**src/rtl/trig_seq_pkg.sv**
```systemverilog
// Shared constants for the trigger sequencer: field codes of the setting
// address and bit positions inside the per-state control word.
// Assumes at most 256 states, so the target fits in the low control byte.
package trig_seq_pkg;

    localparam int FLD_W        = 3;
    localparam int NUM_TERMS    = 2;
    localparam int CTRL_T1_BIT  = 8;
    localparam int CTRL_T2_BIT  = 9;
    localparam int CTRL_FIN_BIT = 10;

    typedef enum logic [FLD_W-1:0] {
        FLD_CAP_A  = 3'd0,
        FLD_CAP_B  = 3'd1,
        FLD_MAT_A  = 3'd2,
        FLD_MAT_B  = 3'd3,
        FLD_ELS_A  = 3'd4,
        FLD_ELS_B  = 3'd5,
        FLD_CTRL   = 3'd6,
        FLD_UNUSED = 3'd7
    } cfg_field_e;

endpackage

```
**src/rtl/trig_seq_cfg.sv**
```systemverilog
// Per-state setting storage. It holds six term masks, an else target,
// timer-start selects and a final flag for every state. Writes are gated
// outside this module; the read port is combinational on the state index.
module trig_seq_cfg
    import trig_seq_pkg::*;
#(
    parameter int NUM_SRC = 16,
    parameter int NUM_ST  = 16,
    localparam int ST_W   = $clog2(NUM_ST)
) (
    input  logic                          clk,
    input  logic                          rst_n,
    input  logic                          wr_en,
    input  logic [ST_W-1:0]               wr_state,
    input  logic [FLD_W-1:0]              wr_field,
    input  logic [NUM_SRC-1:0]            wr_data,
    input  logic [ST_W-1:0]               rd_state,
    output logic [NUM_TERMS-1:0][NUM_SRC-1:0] cap_masks,
    output logic [NUM_TERMS-1:0][NUM_SRC-1:0] mat_masks,
    output logic [NUM_TERMS-1:0][NUM_SRC-1:0] els_masks,
    output logic [ST_W-1:0]               els_tgt,
    output logic [1:0]                    tmr_sel,
    output logic                          fin
);

    localparam int NUM_MASKS = 3 * NUM_TERMS;

    logic [NUM_SRC-1:0] mask_q [NUM_ST][NUM_MASKS];
    logic [ST_W-1:0]    tgt_q  [NUM_ST];
    logic [1:0]         tmr_q  [NUM_ST];
    logic               fin_q  [NUM_ST];

    logic state_ok;
    assign state_ok = int'(wr_state) < NUM_ST;

    // Storage update: clear on reset, otherwise load the addressed field.
    always_ff @(posedge clk) begin
        if (!rst_n) begin
            for (int s = 0; s < NUM_ST; s++) begin
                for (int m = 0; m < NUM_MASKS; m++) mask_q[s][m] <= '0;
                tgt_q[s] <= '0;
                tmr_q[s] <= '0;
                fin_q[s] <= 1'b0;
            end
        end else if (wr_en && state_ok) begin
            if (int'(wr_field) < NUM_MASKS) begin
                mask_q[wr_state][int'(wr_field)] <= wr_data;
            end else if (wr_field == FLD_CTRL) begin
                tgt_q[wr_state] <= wr_data[ST_W-1:0];
                tmr_q[wr_state] <= {wr_data[CTRL_T2_BIT], wr_data[CTRL_T1_BIT]};
                fin_q[wr_state] <= wr_data[CTRL_FIN_BIT];
            end
        end
    end

    // Read port: present the settings of the current state.
    generate
        for (genvar t = 0; t < NUM_TERMS; t++) begin : g_rd
            assign cap_masks[t] = mask_q[rd_state][t];
            assign mat_masks[t] = mask_q[rd_state][NUM_TERMS + t];
            assign els_masks[t] = mask_q[rd_state][2*NUM_TERMS + t];
        end
    endgenerate

    assign els_tgt = tgt_q[rd_state];
    assign tmr_sel = tmr_q[rd_state];
    assign fin     = fin_q[rd_state];

endmodule

```
**src/rtl/trig_seq_sum.sv**
```systemverilog
// One trigger sum: an OR of AND terms over the source hit vector.
// A term with an all-zero mask is false, so zero masks encode "none".
module trig_seq_sum
    import trig_seq_pkg::*;
#(
    parameter int NUM_SRC = 16
) (
    input  logic [NUM_TERMS-1:0][NUM_SRC-1:0] masks,
    input  logic [NUM_SRC-1:0]                src,
    output logic                              hit
);

    logic [NUM_TERMS-1:0] term_hit;

    // Each term: mask nonzero and every selected source present.
    generate
        for (genvar t = 0; t < NUM_TERMS; t++) begin : g_term
            assign term_hit[t] = (|masks[t]) && ((src & masks[t]) == masks[t]);
        end
    endgenerate

    assign hit = |term_hit;

endmodule

```
**src/rtl/trig_seq_core.sv**
```systemverilog
// Sequence state register and registered outputs. Match has priority
// over else. A final match latches done and freezes the state until arm
// drops or reset. Assumes the sums refer to the state held in state_q.
module trig_seq_core #(
    parameter int NUM_ST = 16,
    localparam int ST_W  = $clog2(NUM_ST)
) (
    input  logic            clk,
    input  logic            rst_n,
    input  logic            arm,
    input  logic            cap_hit,
    input  logic            mat_hit,
    input  logic            els_hit,
    input  logic [ST_W-1:0] els_tgt,
    input  logic [1:0]      tmr_sel,
    input  logic            fin,
    output logic [ST_W-1:0] state_q,
    output logic            capture_q,
    output logic            trig_q,
    output logic [1:0]      tmr_q,
    output logic            done_q
);

    localparam logic [ST_W-1:0] LAST_ST = ST_W'(NUM_ST - 1);

    logic tgt_ok;
    assign tgt_ok = int'(els_tgt) < NUM_ST;

    // State transition and output pulses for one sample.
    always_ff @(posedge clk) begin
        if (!rst_n || !arm) begin
            state_q   <= '0;
            capture_q <= 1'b0;
            trig_q    <= 1'b0;
            tmr_q     <= '0;
            done_q    <= 1'b0;
        end else begin
            capture_q <= cap_hit;
            trig_q    <= 1'b0;
            tmr_q     <= '0;
            if (!done_q) begin
                if (mat_hit) begin
                    tmr_q <= tmr_sel;
                    if (fin) begin
                        done_q <= 1'b1;
                        trig_q <= 1'b1;
                    end else if (state_q != LAST_ST) begin
                        state_q <= state_q + 1'b1;
                    end
                end else if (els_hit && tgt_ok) begin
                    state_q <= els_tgt;
                end
            end
        end
    end

endmodule

```
**src/rtl/trig_sequencer.sv**
```systemverilog
// Top of the trigger sequencer: setting bank, three sum evaluators and
// the state core. Setting writes are accepted only while arm is low.
module trig_sequencer
    import trig_seq_pkg::*;
#(
    parameter int NUM_SRC  = 16,
    parameter int NUM_ST   = 16,
    localparam int ST_W    = $clog2(NUM_ST),
    localparam int ADDR_W  = ST_W + FLD_W
) (
    input  logic               clk,
    input  logic               rst_n,
    input  logic               arm,
    input  logic               cfg_we,
    input  logic [ADDR_W-1:0]  cfg_addr,
    input  logic [NUM_SRC-1:0] cfg_wdata,
    input  logic [NUM_SRC-1:0] src_hit,
    output logic               capture_o,
    output logic               trig_o,
    output logic [1:0]         tmr_start_o,
    output logic [ST_W-1:0]    state_o,
    output logic               done_o
);

    logic [NUM_TERMS-1:0][NUM_SRC-1:0] cap_masks, mat_masks, els_masks;
    logic [ST_W-1:0] els_tgt;
    logic [1:0]      tmr_sel;
    logic            fin;
    logic            cap_hit, mat_hit, els_hit;

    trig_seq_cfg #(.NUM_SRC(NUM_SRC), .NUM_ST(NUM_ST)) u_cfg (
        .clk      (clk),
        .rst_n    (rst_n),
        .wr_en    (cfg_we && !arm),
        .wr_state (cfg_addr[ADDR_W-1:FLD_W]),
        .wr_field (cfg_addr[FLD_W-1:0]),
        .wr_data  (cfg_wdata),
        .rd_state (state_o),
        .cap_masks(cap_masks),
        .mat_masks(mat_masks),
        .els_masks(els_masks),
        .els_tgt  (els_tgt),
        .tmr_sel  (tmr_sel),
        .fin      (fin)
    );

    trig_seq_sum #(.NUM_SRC(NUM_SRC)) u_cap (.masks(cap_masks), .src(src_hit), .hit(cap_hit));
    trig_seq_sum #(.NUM_SRC(NUM_SRC)) u_mat (.masks(mat_masks), .src(src_hit), .hit(mat_hit));
    trig_seq_sum #(.NUM_SRC(NUM_SRC)) u_els (.masks(els_masks), .src(src_hit), .hit(els_hit));

    trig_seq_core #(.NUM_ST(NUM_ST)) u_core (
        .clk      (clk),
        .rst_n    (rst_n),
        .arm      (arm),
        .cap_hit  (cap_hit),
        .mat_hit  (mat_hit),
        .els_hit  (els_hit),
        .els_tgt  (els_tgt),
        .tmr_sel  (tmr_sel),
        .fin      (fin),
        .state_q  (state_o),
        .capture_q(capture_o),
        .trig_q   (trig_o),
        .tmr_q    (tmr_start_o),
        .done_q   (done_o)
    );

endmodule

```
**config.mk**
```make
export PLATFORM = sky130hd
export DESIGN_NAME = trig_sequencer
export DESIGN_NICKNAME = d
export VERILOG_FILES = /design/src/rtl/trig_seq_pkg.sv /design/src/rtl/trig_seq_cfg.sv /design/src/rtl/trig_seq_sum.sv /design/src/rtl/trig_seq_core.sv /design/src/rtl/trig_sequencer.sv
export SDC_FILE = /design/constraint.sdc
export NUM_CORES = 2
export LEC_CHECK = 0
export BUFFER_PORTS_ARGS = -buffer_cell sky130_fd_sc_hd__buf_2
export CAP_MARGIN = 25
export CORE_MARGIN = 3
export CORE_UTILIZATION = 69
export CTS_BUF_LIST = sky130_fd_sc_hd__clkbuf_4 sky130_fd_sc_hd__clkbuf_8
export DETAILED_ROUTE_END_ITERATION = 16
export PLACE_DENSITY = 0.83
export SLEW_MARGIN = 20
export SYNTH_ARGS = -nofsm -noshare
export SYNTH_HDL_FRONTEND = slang
export SYNTH_SLANG_ARGS = --single-unit
```
**constraint.sdc**
```tcl
create_clock -name clk -period 5.6 [get_ports clk]
set_input_delay 0.28 -clock clk [delete_from_list [all_inputs] [get_ports clk]]
set_output_delay 0.28 -clock clk [all_outputs]
set_load 0.01 [all_outputs]
```
### Word-level counts from Yosys, hierarchy flattened

Memory sizes are Yosys's and may differ from the RTL's. A register that Yosys moved wholly into a read port is not among the register bits.
Index checks and enable logic that the tools add are counted.

| storage, ports and cells | value |
|---|---|
| register bits | 7 |
| memory bits (writable) | 1648 |
| output and inout port bits | 9 |
| memories | 4 |

Memory list:

| name | depth | width | rd ports | clocked after memory_dff | wr ports | line | text |
|---|---|---|---|---|---|---|---|
| u_cfg.mask_q | 16 | 96 | 1 | 1 | 16 | trig_seq_cfg.sv:28 | `logic [NUM_SRC-1:0] mask_q [NUM_ST][NUM_MASKS];` |
| u_cfg.tgt_q | 16 | 4 | 1 | 1 | 16 | trig_seq_cfg.sv:29 | `logic [ST_W-1:0] tgt_q [NUM_ST];` |
| u_cfg.tmr_q | 16 | 2 | 1 | 1 | 16 | trig_seq_cfg.sv:30 | `logic [1:0] tmr_q [NUM_ST];` |
| u_cfg.fin_q | 16 | 1 | 1 | 1 | 16 | trig_seq_cfg.sv:31 | `logic fin_q [NUM_ST];` |

| cells by class | value |
|---|---|
| add/sub/neg operators | 1 |
| order comparisons | 3 |
| eq/ne operators | 10 |
| multiplexer cells | 37 |
| bitwise operators | 9 |
| reduce and logical (&&, ||, !) cells | 28 |

Operator list:

| operator | number |
|---|---|
| $mux W96 | 3 |
| $and A16 B16 Y16 | 6 |
| $eq A16 B16 Y1 | 6 |
| $reduce_or A16 Y1 | 6 |
| $reduce_or A96 Y1 | 1 |
| $mux W4 | 15 |
| $demux W16 S3 | 1 |
| $ge A32 B4 Y1 const B | 1 |
| $lt A32 B1 Y1 const B | 1 |
| $not A3 Y32 | 1 |
| $mux W1 | 16 |
| $mux W16 | 1 |
| $reduce_or A2 Y1 | 5 |
| $logic_and A1 B1 Y1 | 8 |
| $add A4 B1 Y4 const B | 1 |
| $ne A4 B4 Y1 const B | 1 |
| $reduce_and A4 Y1 | 1 |
| $reduce_or A4 Y1 | 1 |
| $eq A3 B3 Y1 const B | 1 |
| $lt A3 B3 Y1 const B | 1 |
| $reduce_or A3 Y1 | 1 |
| $logic_not A1 Y1 | 2 |
| $mux W2 | 1 |
| $ne A2 B1 Y1 const B | 1 |
| other kinds (5) | 6 |

### Depth between registers and ports, before layout

| depth | value |
|---|---|
| depth after elaboration | 8 |
| depth in mapped cells | 16 |
| gate-level depth less buffers | 10 |

### Cells and area by module

From an unflattened synthesis, not the netlist that was laid out.

| second synthesis, totals | value |
|---|---|
| cells, all modules | 5098 |
| area, all modules | 72691.0 um^2 |

By module, submodules not included:

| module | times used | cells each | area an instance (um^2) |
|---|---|---|---|
| trig_seq_cfg | 1 | 4895 | 71154.5 |
| trig_seq_sum | 3 | 52 | 361.6 |
| trig_seq_core | 1 | 46 | 437.9 |
| trig_sequencer | 1 | 1 | 13.8 |

### Worst setup path after synthesis

OpenSTA, ideal clock, no wires.

| timing | value |
|---|---|
| path type | reg2reg |
| start | register with a tool-made name |
| end | register u_core.capture_q |
| data arrival time | 3066 ps |
| slack | 2419 ps |
| stages on the path, launching flop included | 15 |
| path buffers | 7 |
| clock period less this slack | 3181 ps |
| cell sequence | dfxtp_1 buf_6 buf_6 buf_4 buf_2 buf_2 buf_4 buf_2 mux4_2 mux4_2 nor4_1 nand4_1 nand4_1 nor4_1 o21ba_1 |

RTL lines:

| element | line | text |
|---|---|---|
| end signal, assigned | trig_seq_core.sv:38 | `capture_q <= cap_hit;` |
| end, declared | trig_seq_core.sv:18 | `output logic capture_q,` |

==> results.md <==
- Required time of the worst setup path: around 6.5 ns
- First-pass GRT wire length: between 300000 and 400000 um
- Gate count after technology mapping: roughly 5200
- Crit path launch type: register
- Unrepaired setup endpoints after global routing: no
- Clk pwr share: 0.395
- EDFF count, synth: ~1600
- Sequential-to-total area share from yosys stat: 0.635
- Wire length per cell: ~31 um
- Internal portion of total power: slightly above 0.02 W
- H-tree level count: 5
- Routability congestion estimate: around 0.97
- Number of vias per cell: 6.94
- Count of different cell masters after synthesis: 78
- Slew HR: 0.227
- Setup violation total in the final timing report: 0
- Slew at the pin closest to its max-slew limit: ~1.2 ns
- Slew Limit Fails: 0
- Static leakage: ~29 nW
- Synth area leader: sky130_fd_sc_hd__edfxtp_1
- Pin count of the biggest net entering global routing: 112
- Number of top-level pins: 52
- Kind of end point of the critical path: register
- Mapped Avg Cell Area: approximately 15 um^2
- Share of total power in sequential cells: 0.544
- Synthesized Nets: roughly 5300
- Post-Layout Inst Area: between 0.08 and 0.09 mm^2
- Status: complete, no violations
- Proportion of layout cells with a drive suffix above 1: 0.211
- Post-layout min period: roughly 4.6 ns
- Row count: approximately 120
- Post-Route Setup TNS: 0 ns
- GRT overflow: 0
- Power Dens Cells: between 300 and 400 mW/mm^2
- Effective utilization at floorplan: 0.700
- Die width: approximately 340 um
- Max Clk Rate: around 0.22 GHz
- Layout overhead on the synthesized area: 9.46%
- Initial DRC count: 7835
- Source-to-sink clock delay at the later pin of the worst-skew pair: a little under 1 ns
- Number of setup buffers added after CTS: 0
- Gates resized, CTS repair: 0
- Start-to-end type of the worst setup path: register to register
- Vertical die dimension: 342 um
- Clock sink count: 1661
- CTS clock-pin slew for the worst setup and hold paths: about 0.06 ns
- Switching Fraction: 0.229
- Max Fanout on Critical Path: 40
- Top FF cell, synth: sky130_fd_sc_hd__edfxtp_1
- Total cell area at the placement stage: roughly 0.08 mm^2
- DRT antenna net count: 0
- Fill cell instance count of the final layout: between 6000 and 7000
- Path category of the worst min-delay check: primary input to register
- CTS tree: built
- Buffer type at the clock tree root: sky130_fd_sc_hd__clkbuf_8
- Max Cap Violations: 0
- Number of optimization iterations in the first detailed-route pass: 10
- Die Area: between 0.1 and 0.15 mm^2
- Switch Pwr: 0.00609 W
- Number of design rule violations left after detail routing: 0
- Total number of yosys warnings: 0
- Vias in the first global route: approximately 48000
- Share of total power in combinational logic: 0.061
- Top cells by area, synth: sky130_fd_sc_hd__edfxtp_1 (63%), sky130_fd_sc_hd__and2_1 (13%), sky130_fd_sc_hd__mux4_2 (12%)
- Largest clock skew in the final design: between 0.05 and 0.06 ns
- Final wirelength: between 200000 and 250000 um
- Clock Path Buffers: 4
- Vias after detailed routing: between 40000 and 50000
- Flops & latches, synth: approximately 1700
- Post-Syn Area: 0.0781 mm^2
- Async set or reset register ratio after synthesis: 0
- Net count reported at finish: 5405
- Final Hold Vio Count: 0
- Total core area: about 0.11 mm^2
- Overall global routing resource usage: 0.377
- Port-buffer cells: 51
- Antenna violations before repair: 19
- Max rail drop VDD: between 0.2 and 0.25 mV
- Final period utilization: 0.822
- Data arrival time at the worst-slack endpoint: 5.48 ns
- Number of clock buffers inserted by TritonCTS: about 280
- Share of the synthesized area in the top cell type: 0.627
- DP HPWL: 134000 um
cells in the mapped netlist, drive strengths merged (19+ instances only):
library cell,n
mux2,25
buf,136
nand2,123
and3,19
mux4,416
nor2,163
and2,1637
mux2i,139
dfxtp,29
a21oi,39
nor4,32
a22oi,46
o21ai,151
nand3,31
clkbuf,340
edfxtp,1632
o22ai,26
inv,20
nor3,46
a22o,21
critical path: stages, from the launching register on:
cell and delay (ns):
sky130_fd_sc_hd__dfxtp_4 0.90, sky130_fd_sc_hd__inv_4 0.52, sky130_fd_sc_hd__buf_4 0.41, sky130_fd_sc_hd__mux2i_1 0.36
sky130_fd_sc_hd__o22ai_1 0.15, sky130_fd_sc_hd__nor4_1 0.46, sky130_fd_sc_hd__o311ai_0 0.21, sky130_fd_sc_hd__a211o_1 0.43
sky130_fd_sc_hd__nand2_2 0.36, sky130_fd_sc_hd__a211oi_2 0.10, sky130_fd_sc_hd__a221o_1 0.39, sky130_fd_sc_hd__a21oi_1 0.15
area by class of cell:
type / count / area (um^2) / area share
Tap cell: 1488 / 1860 / 0.0218
Multi-Input combinational cell: 3084 / 26200 / 0.306
Sequential cell: 1661 / 49600 / 0.580
Clock inverter: 83 / 619 / 0.00724
Clock buffer: 373 / 4620 / 0.0540
Inverter: 24 / 95.1 / 0.00111
Antenna cell: 17 / 42.5 / 0.000497
Timing Repair Buffer: 309 / 2480 / 0.0290
routing by layer:
layer | vias to the layer above | track usage | part of all wire
met5 | - | 0 | 0.00023
met4 | 8 | 0.196 | 0.058
met3 | 841 | 0.116 | 0.15
met2 | 4150 | 0.562 | 0.46
met1 | 24100 | 0.508 | 0.33
li1 | 19700 | - | -
cell usage in the layout, fill, tap and decap left out, types with 12 or more instances in the layout:
| master | n |
|---|---|
| sky130_fd_sc_hd__dfxtp_1 | 25 |
| sky130_fd_sc_hd__o21ai_1 | 95 |
| sky130_fd_sc_hd__a21oi_1 | 39 |
| sky130_fd_sc_hd__o22ai_1 | 26 |
| sky130_fd_sc_hd__nor2_1 | 146 |
| sky130_fd_sc_hd__nor2_2 | 17 |
| sky130_fd_sc_hd__clkinv_2 | 20 |
| sky130_fd_sc_hd__edfxtp_1 | 1632 |
| sky130_fd_sc_hd__o21ai_0 | 53 |
| sky130_fd_sc_hd__mux4_2 | 401 |
| sky130_fd_sc_hd__clkbuf_8 | 291 |
| sky130_fd_sc_hd__mux2i_1 | 139 |
| sky130_fd_sc_hd__buf_12 | 13 |
| sky130_fd_sc_hd__clkbuf_4 | 82 |
| sky130_fd_sc_hd__and2_1 | 1635 |
| sky130_fd_sc_hd__diode_2 | 17 |
| sky130_fd_sc_hd__clkinv_1 | 47 |
| sky130_fd_sc_hd__buf_2 | 36 |
| sky130_fd_sc_hd__nand4_1 | 12 |
| sky130_fd_sc_hd__inv_1 | 17 |
| sky130_fd_sc_hd__nor3_1 | 46 |
| sky130_fd_sc_hd__dlygate4sd3_1 | 19 |
| sky130_fd_sc_hd__buf_4 | 232 |
| sky130_fd_sc_hd__mux2_2 | 25 |
| sky130_fd_sc_hd__nor4_1 | 31 |
| sky130_fd_sc_hd__a22oi_1 | 46 |
| sky130_fd_sc_hd__a22o_1 | 21 |
| sky130_fd_sc_hd__nor2b_1 | 13 |
| sky130_fd_sc_hd__and3_1 | 19 |
| sky130_fd_sc_hd__nand3_1 | 30 |
| sky130_fd_sc_hd__mux4_1 | 15 |
| sky130_fd_sc_hd__nand2_1 | 122 |
path summary, 6_finish.rpt:
kind                  startpoint                   to  slack [ns]  cells after the start
hold reg to reg   u_cfg.fin_q[1]       u_cfg.fin_q[1]        0.46                      2
hold / removal     cfg_wdata[14]  u_cfg.mask_q[7][14]        0.05                      2
setup / recovery        register             register        0.99                     11
setup reg to reg        register             register        0.99                     11
metrics by stage:
step | setup slack (ns) | hold slack (ns) | total power, W | util | cells
after floorplan | 2.42 | 0.433 | 0.0155 | - | 5245
after global placement | 1.08 | 0.441 | 0.0162 | 0.713 | 6495
after detailed placement | 1.14 | 0.451 | 0.0162 | 0.714 | 6509
after CTS | 1.14 | 0.0174 | 0.0265 | 0.762 | 6982
after global routing | 0.811 | 0.0661 | 0.0272 | 0.766 | 7025
final | 0.994 | 0.0547 | 0.0266 | 0.766 | 7039
sequential cells by signal, summed over array words and instances (netlist names), named ones only:
register,count
u_cfg.fin_q,16
u_cfg.mask_q,1536
u_core.trig_q,1
u_core.tmr_q,2
u_cfg.tmr_q,32
u_cfg.tgt_q,64
u_core.done_q,1
u_core.capture_q,1
u_core.state_q,4
power groups by stage:
stage / Combinational, W / Clock [W] / Sequential, W
after CTS: 0.00155 / 0.0105 / 0.0144
after detailed placement: 0.00153 / 0 / 0.0147
after global routing: 0.00165 / 0.0111 / 0.0145
after floorplan: 0.000909 / 0 / 0.0146
final: 0.00162 / 0.0105 / 0.0144
after global placement: 0.00151 / 0 / 0.0146
repair_timing:
item                       CTS  global route
hold endpoints to repair   318            35
hold buffers                17             2
setup endpoints to repair    0             0
cells by family (layout without fill, tap and decap cells):
kind of cell,Yosys count,count (layout),share of synthesized area
other,0,17,0
adder cells (fa/ha/maj),1,1,0.000160
AO/OA/AOI/OAI,398,398,0.0337
buffers and inverters,500,789,0.0308
AND/OR/NAND/NOR,2105,2105,0.159
multiplexers,580,580,0.142
flip-flops,1661,1661,0.635
No activity file was read; power rests on OpenSTA's default activity.
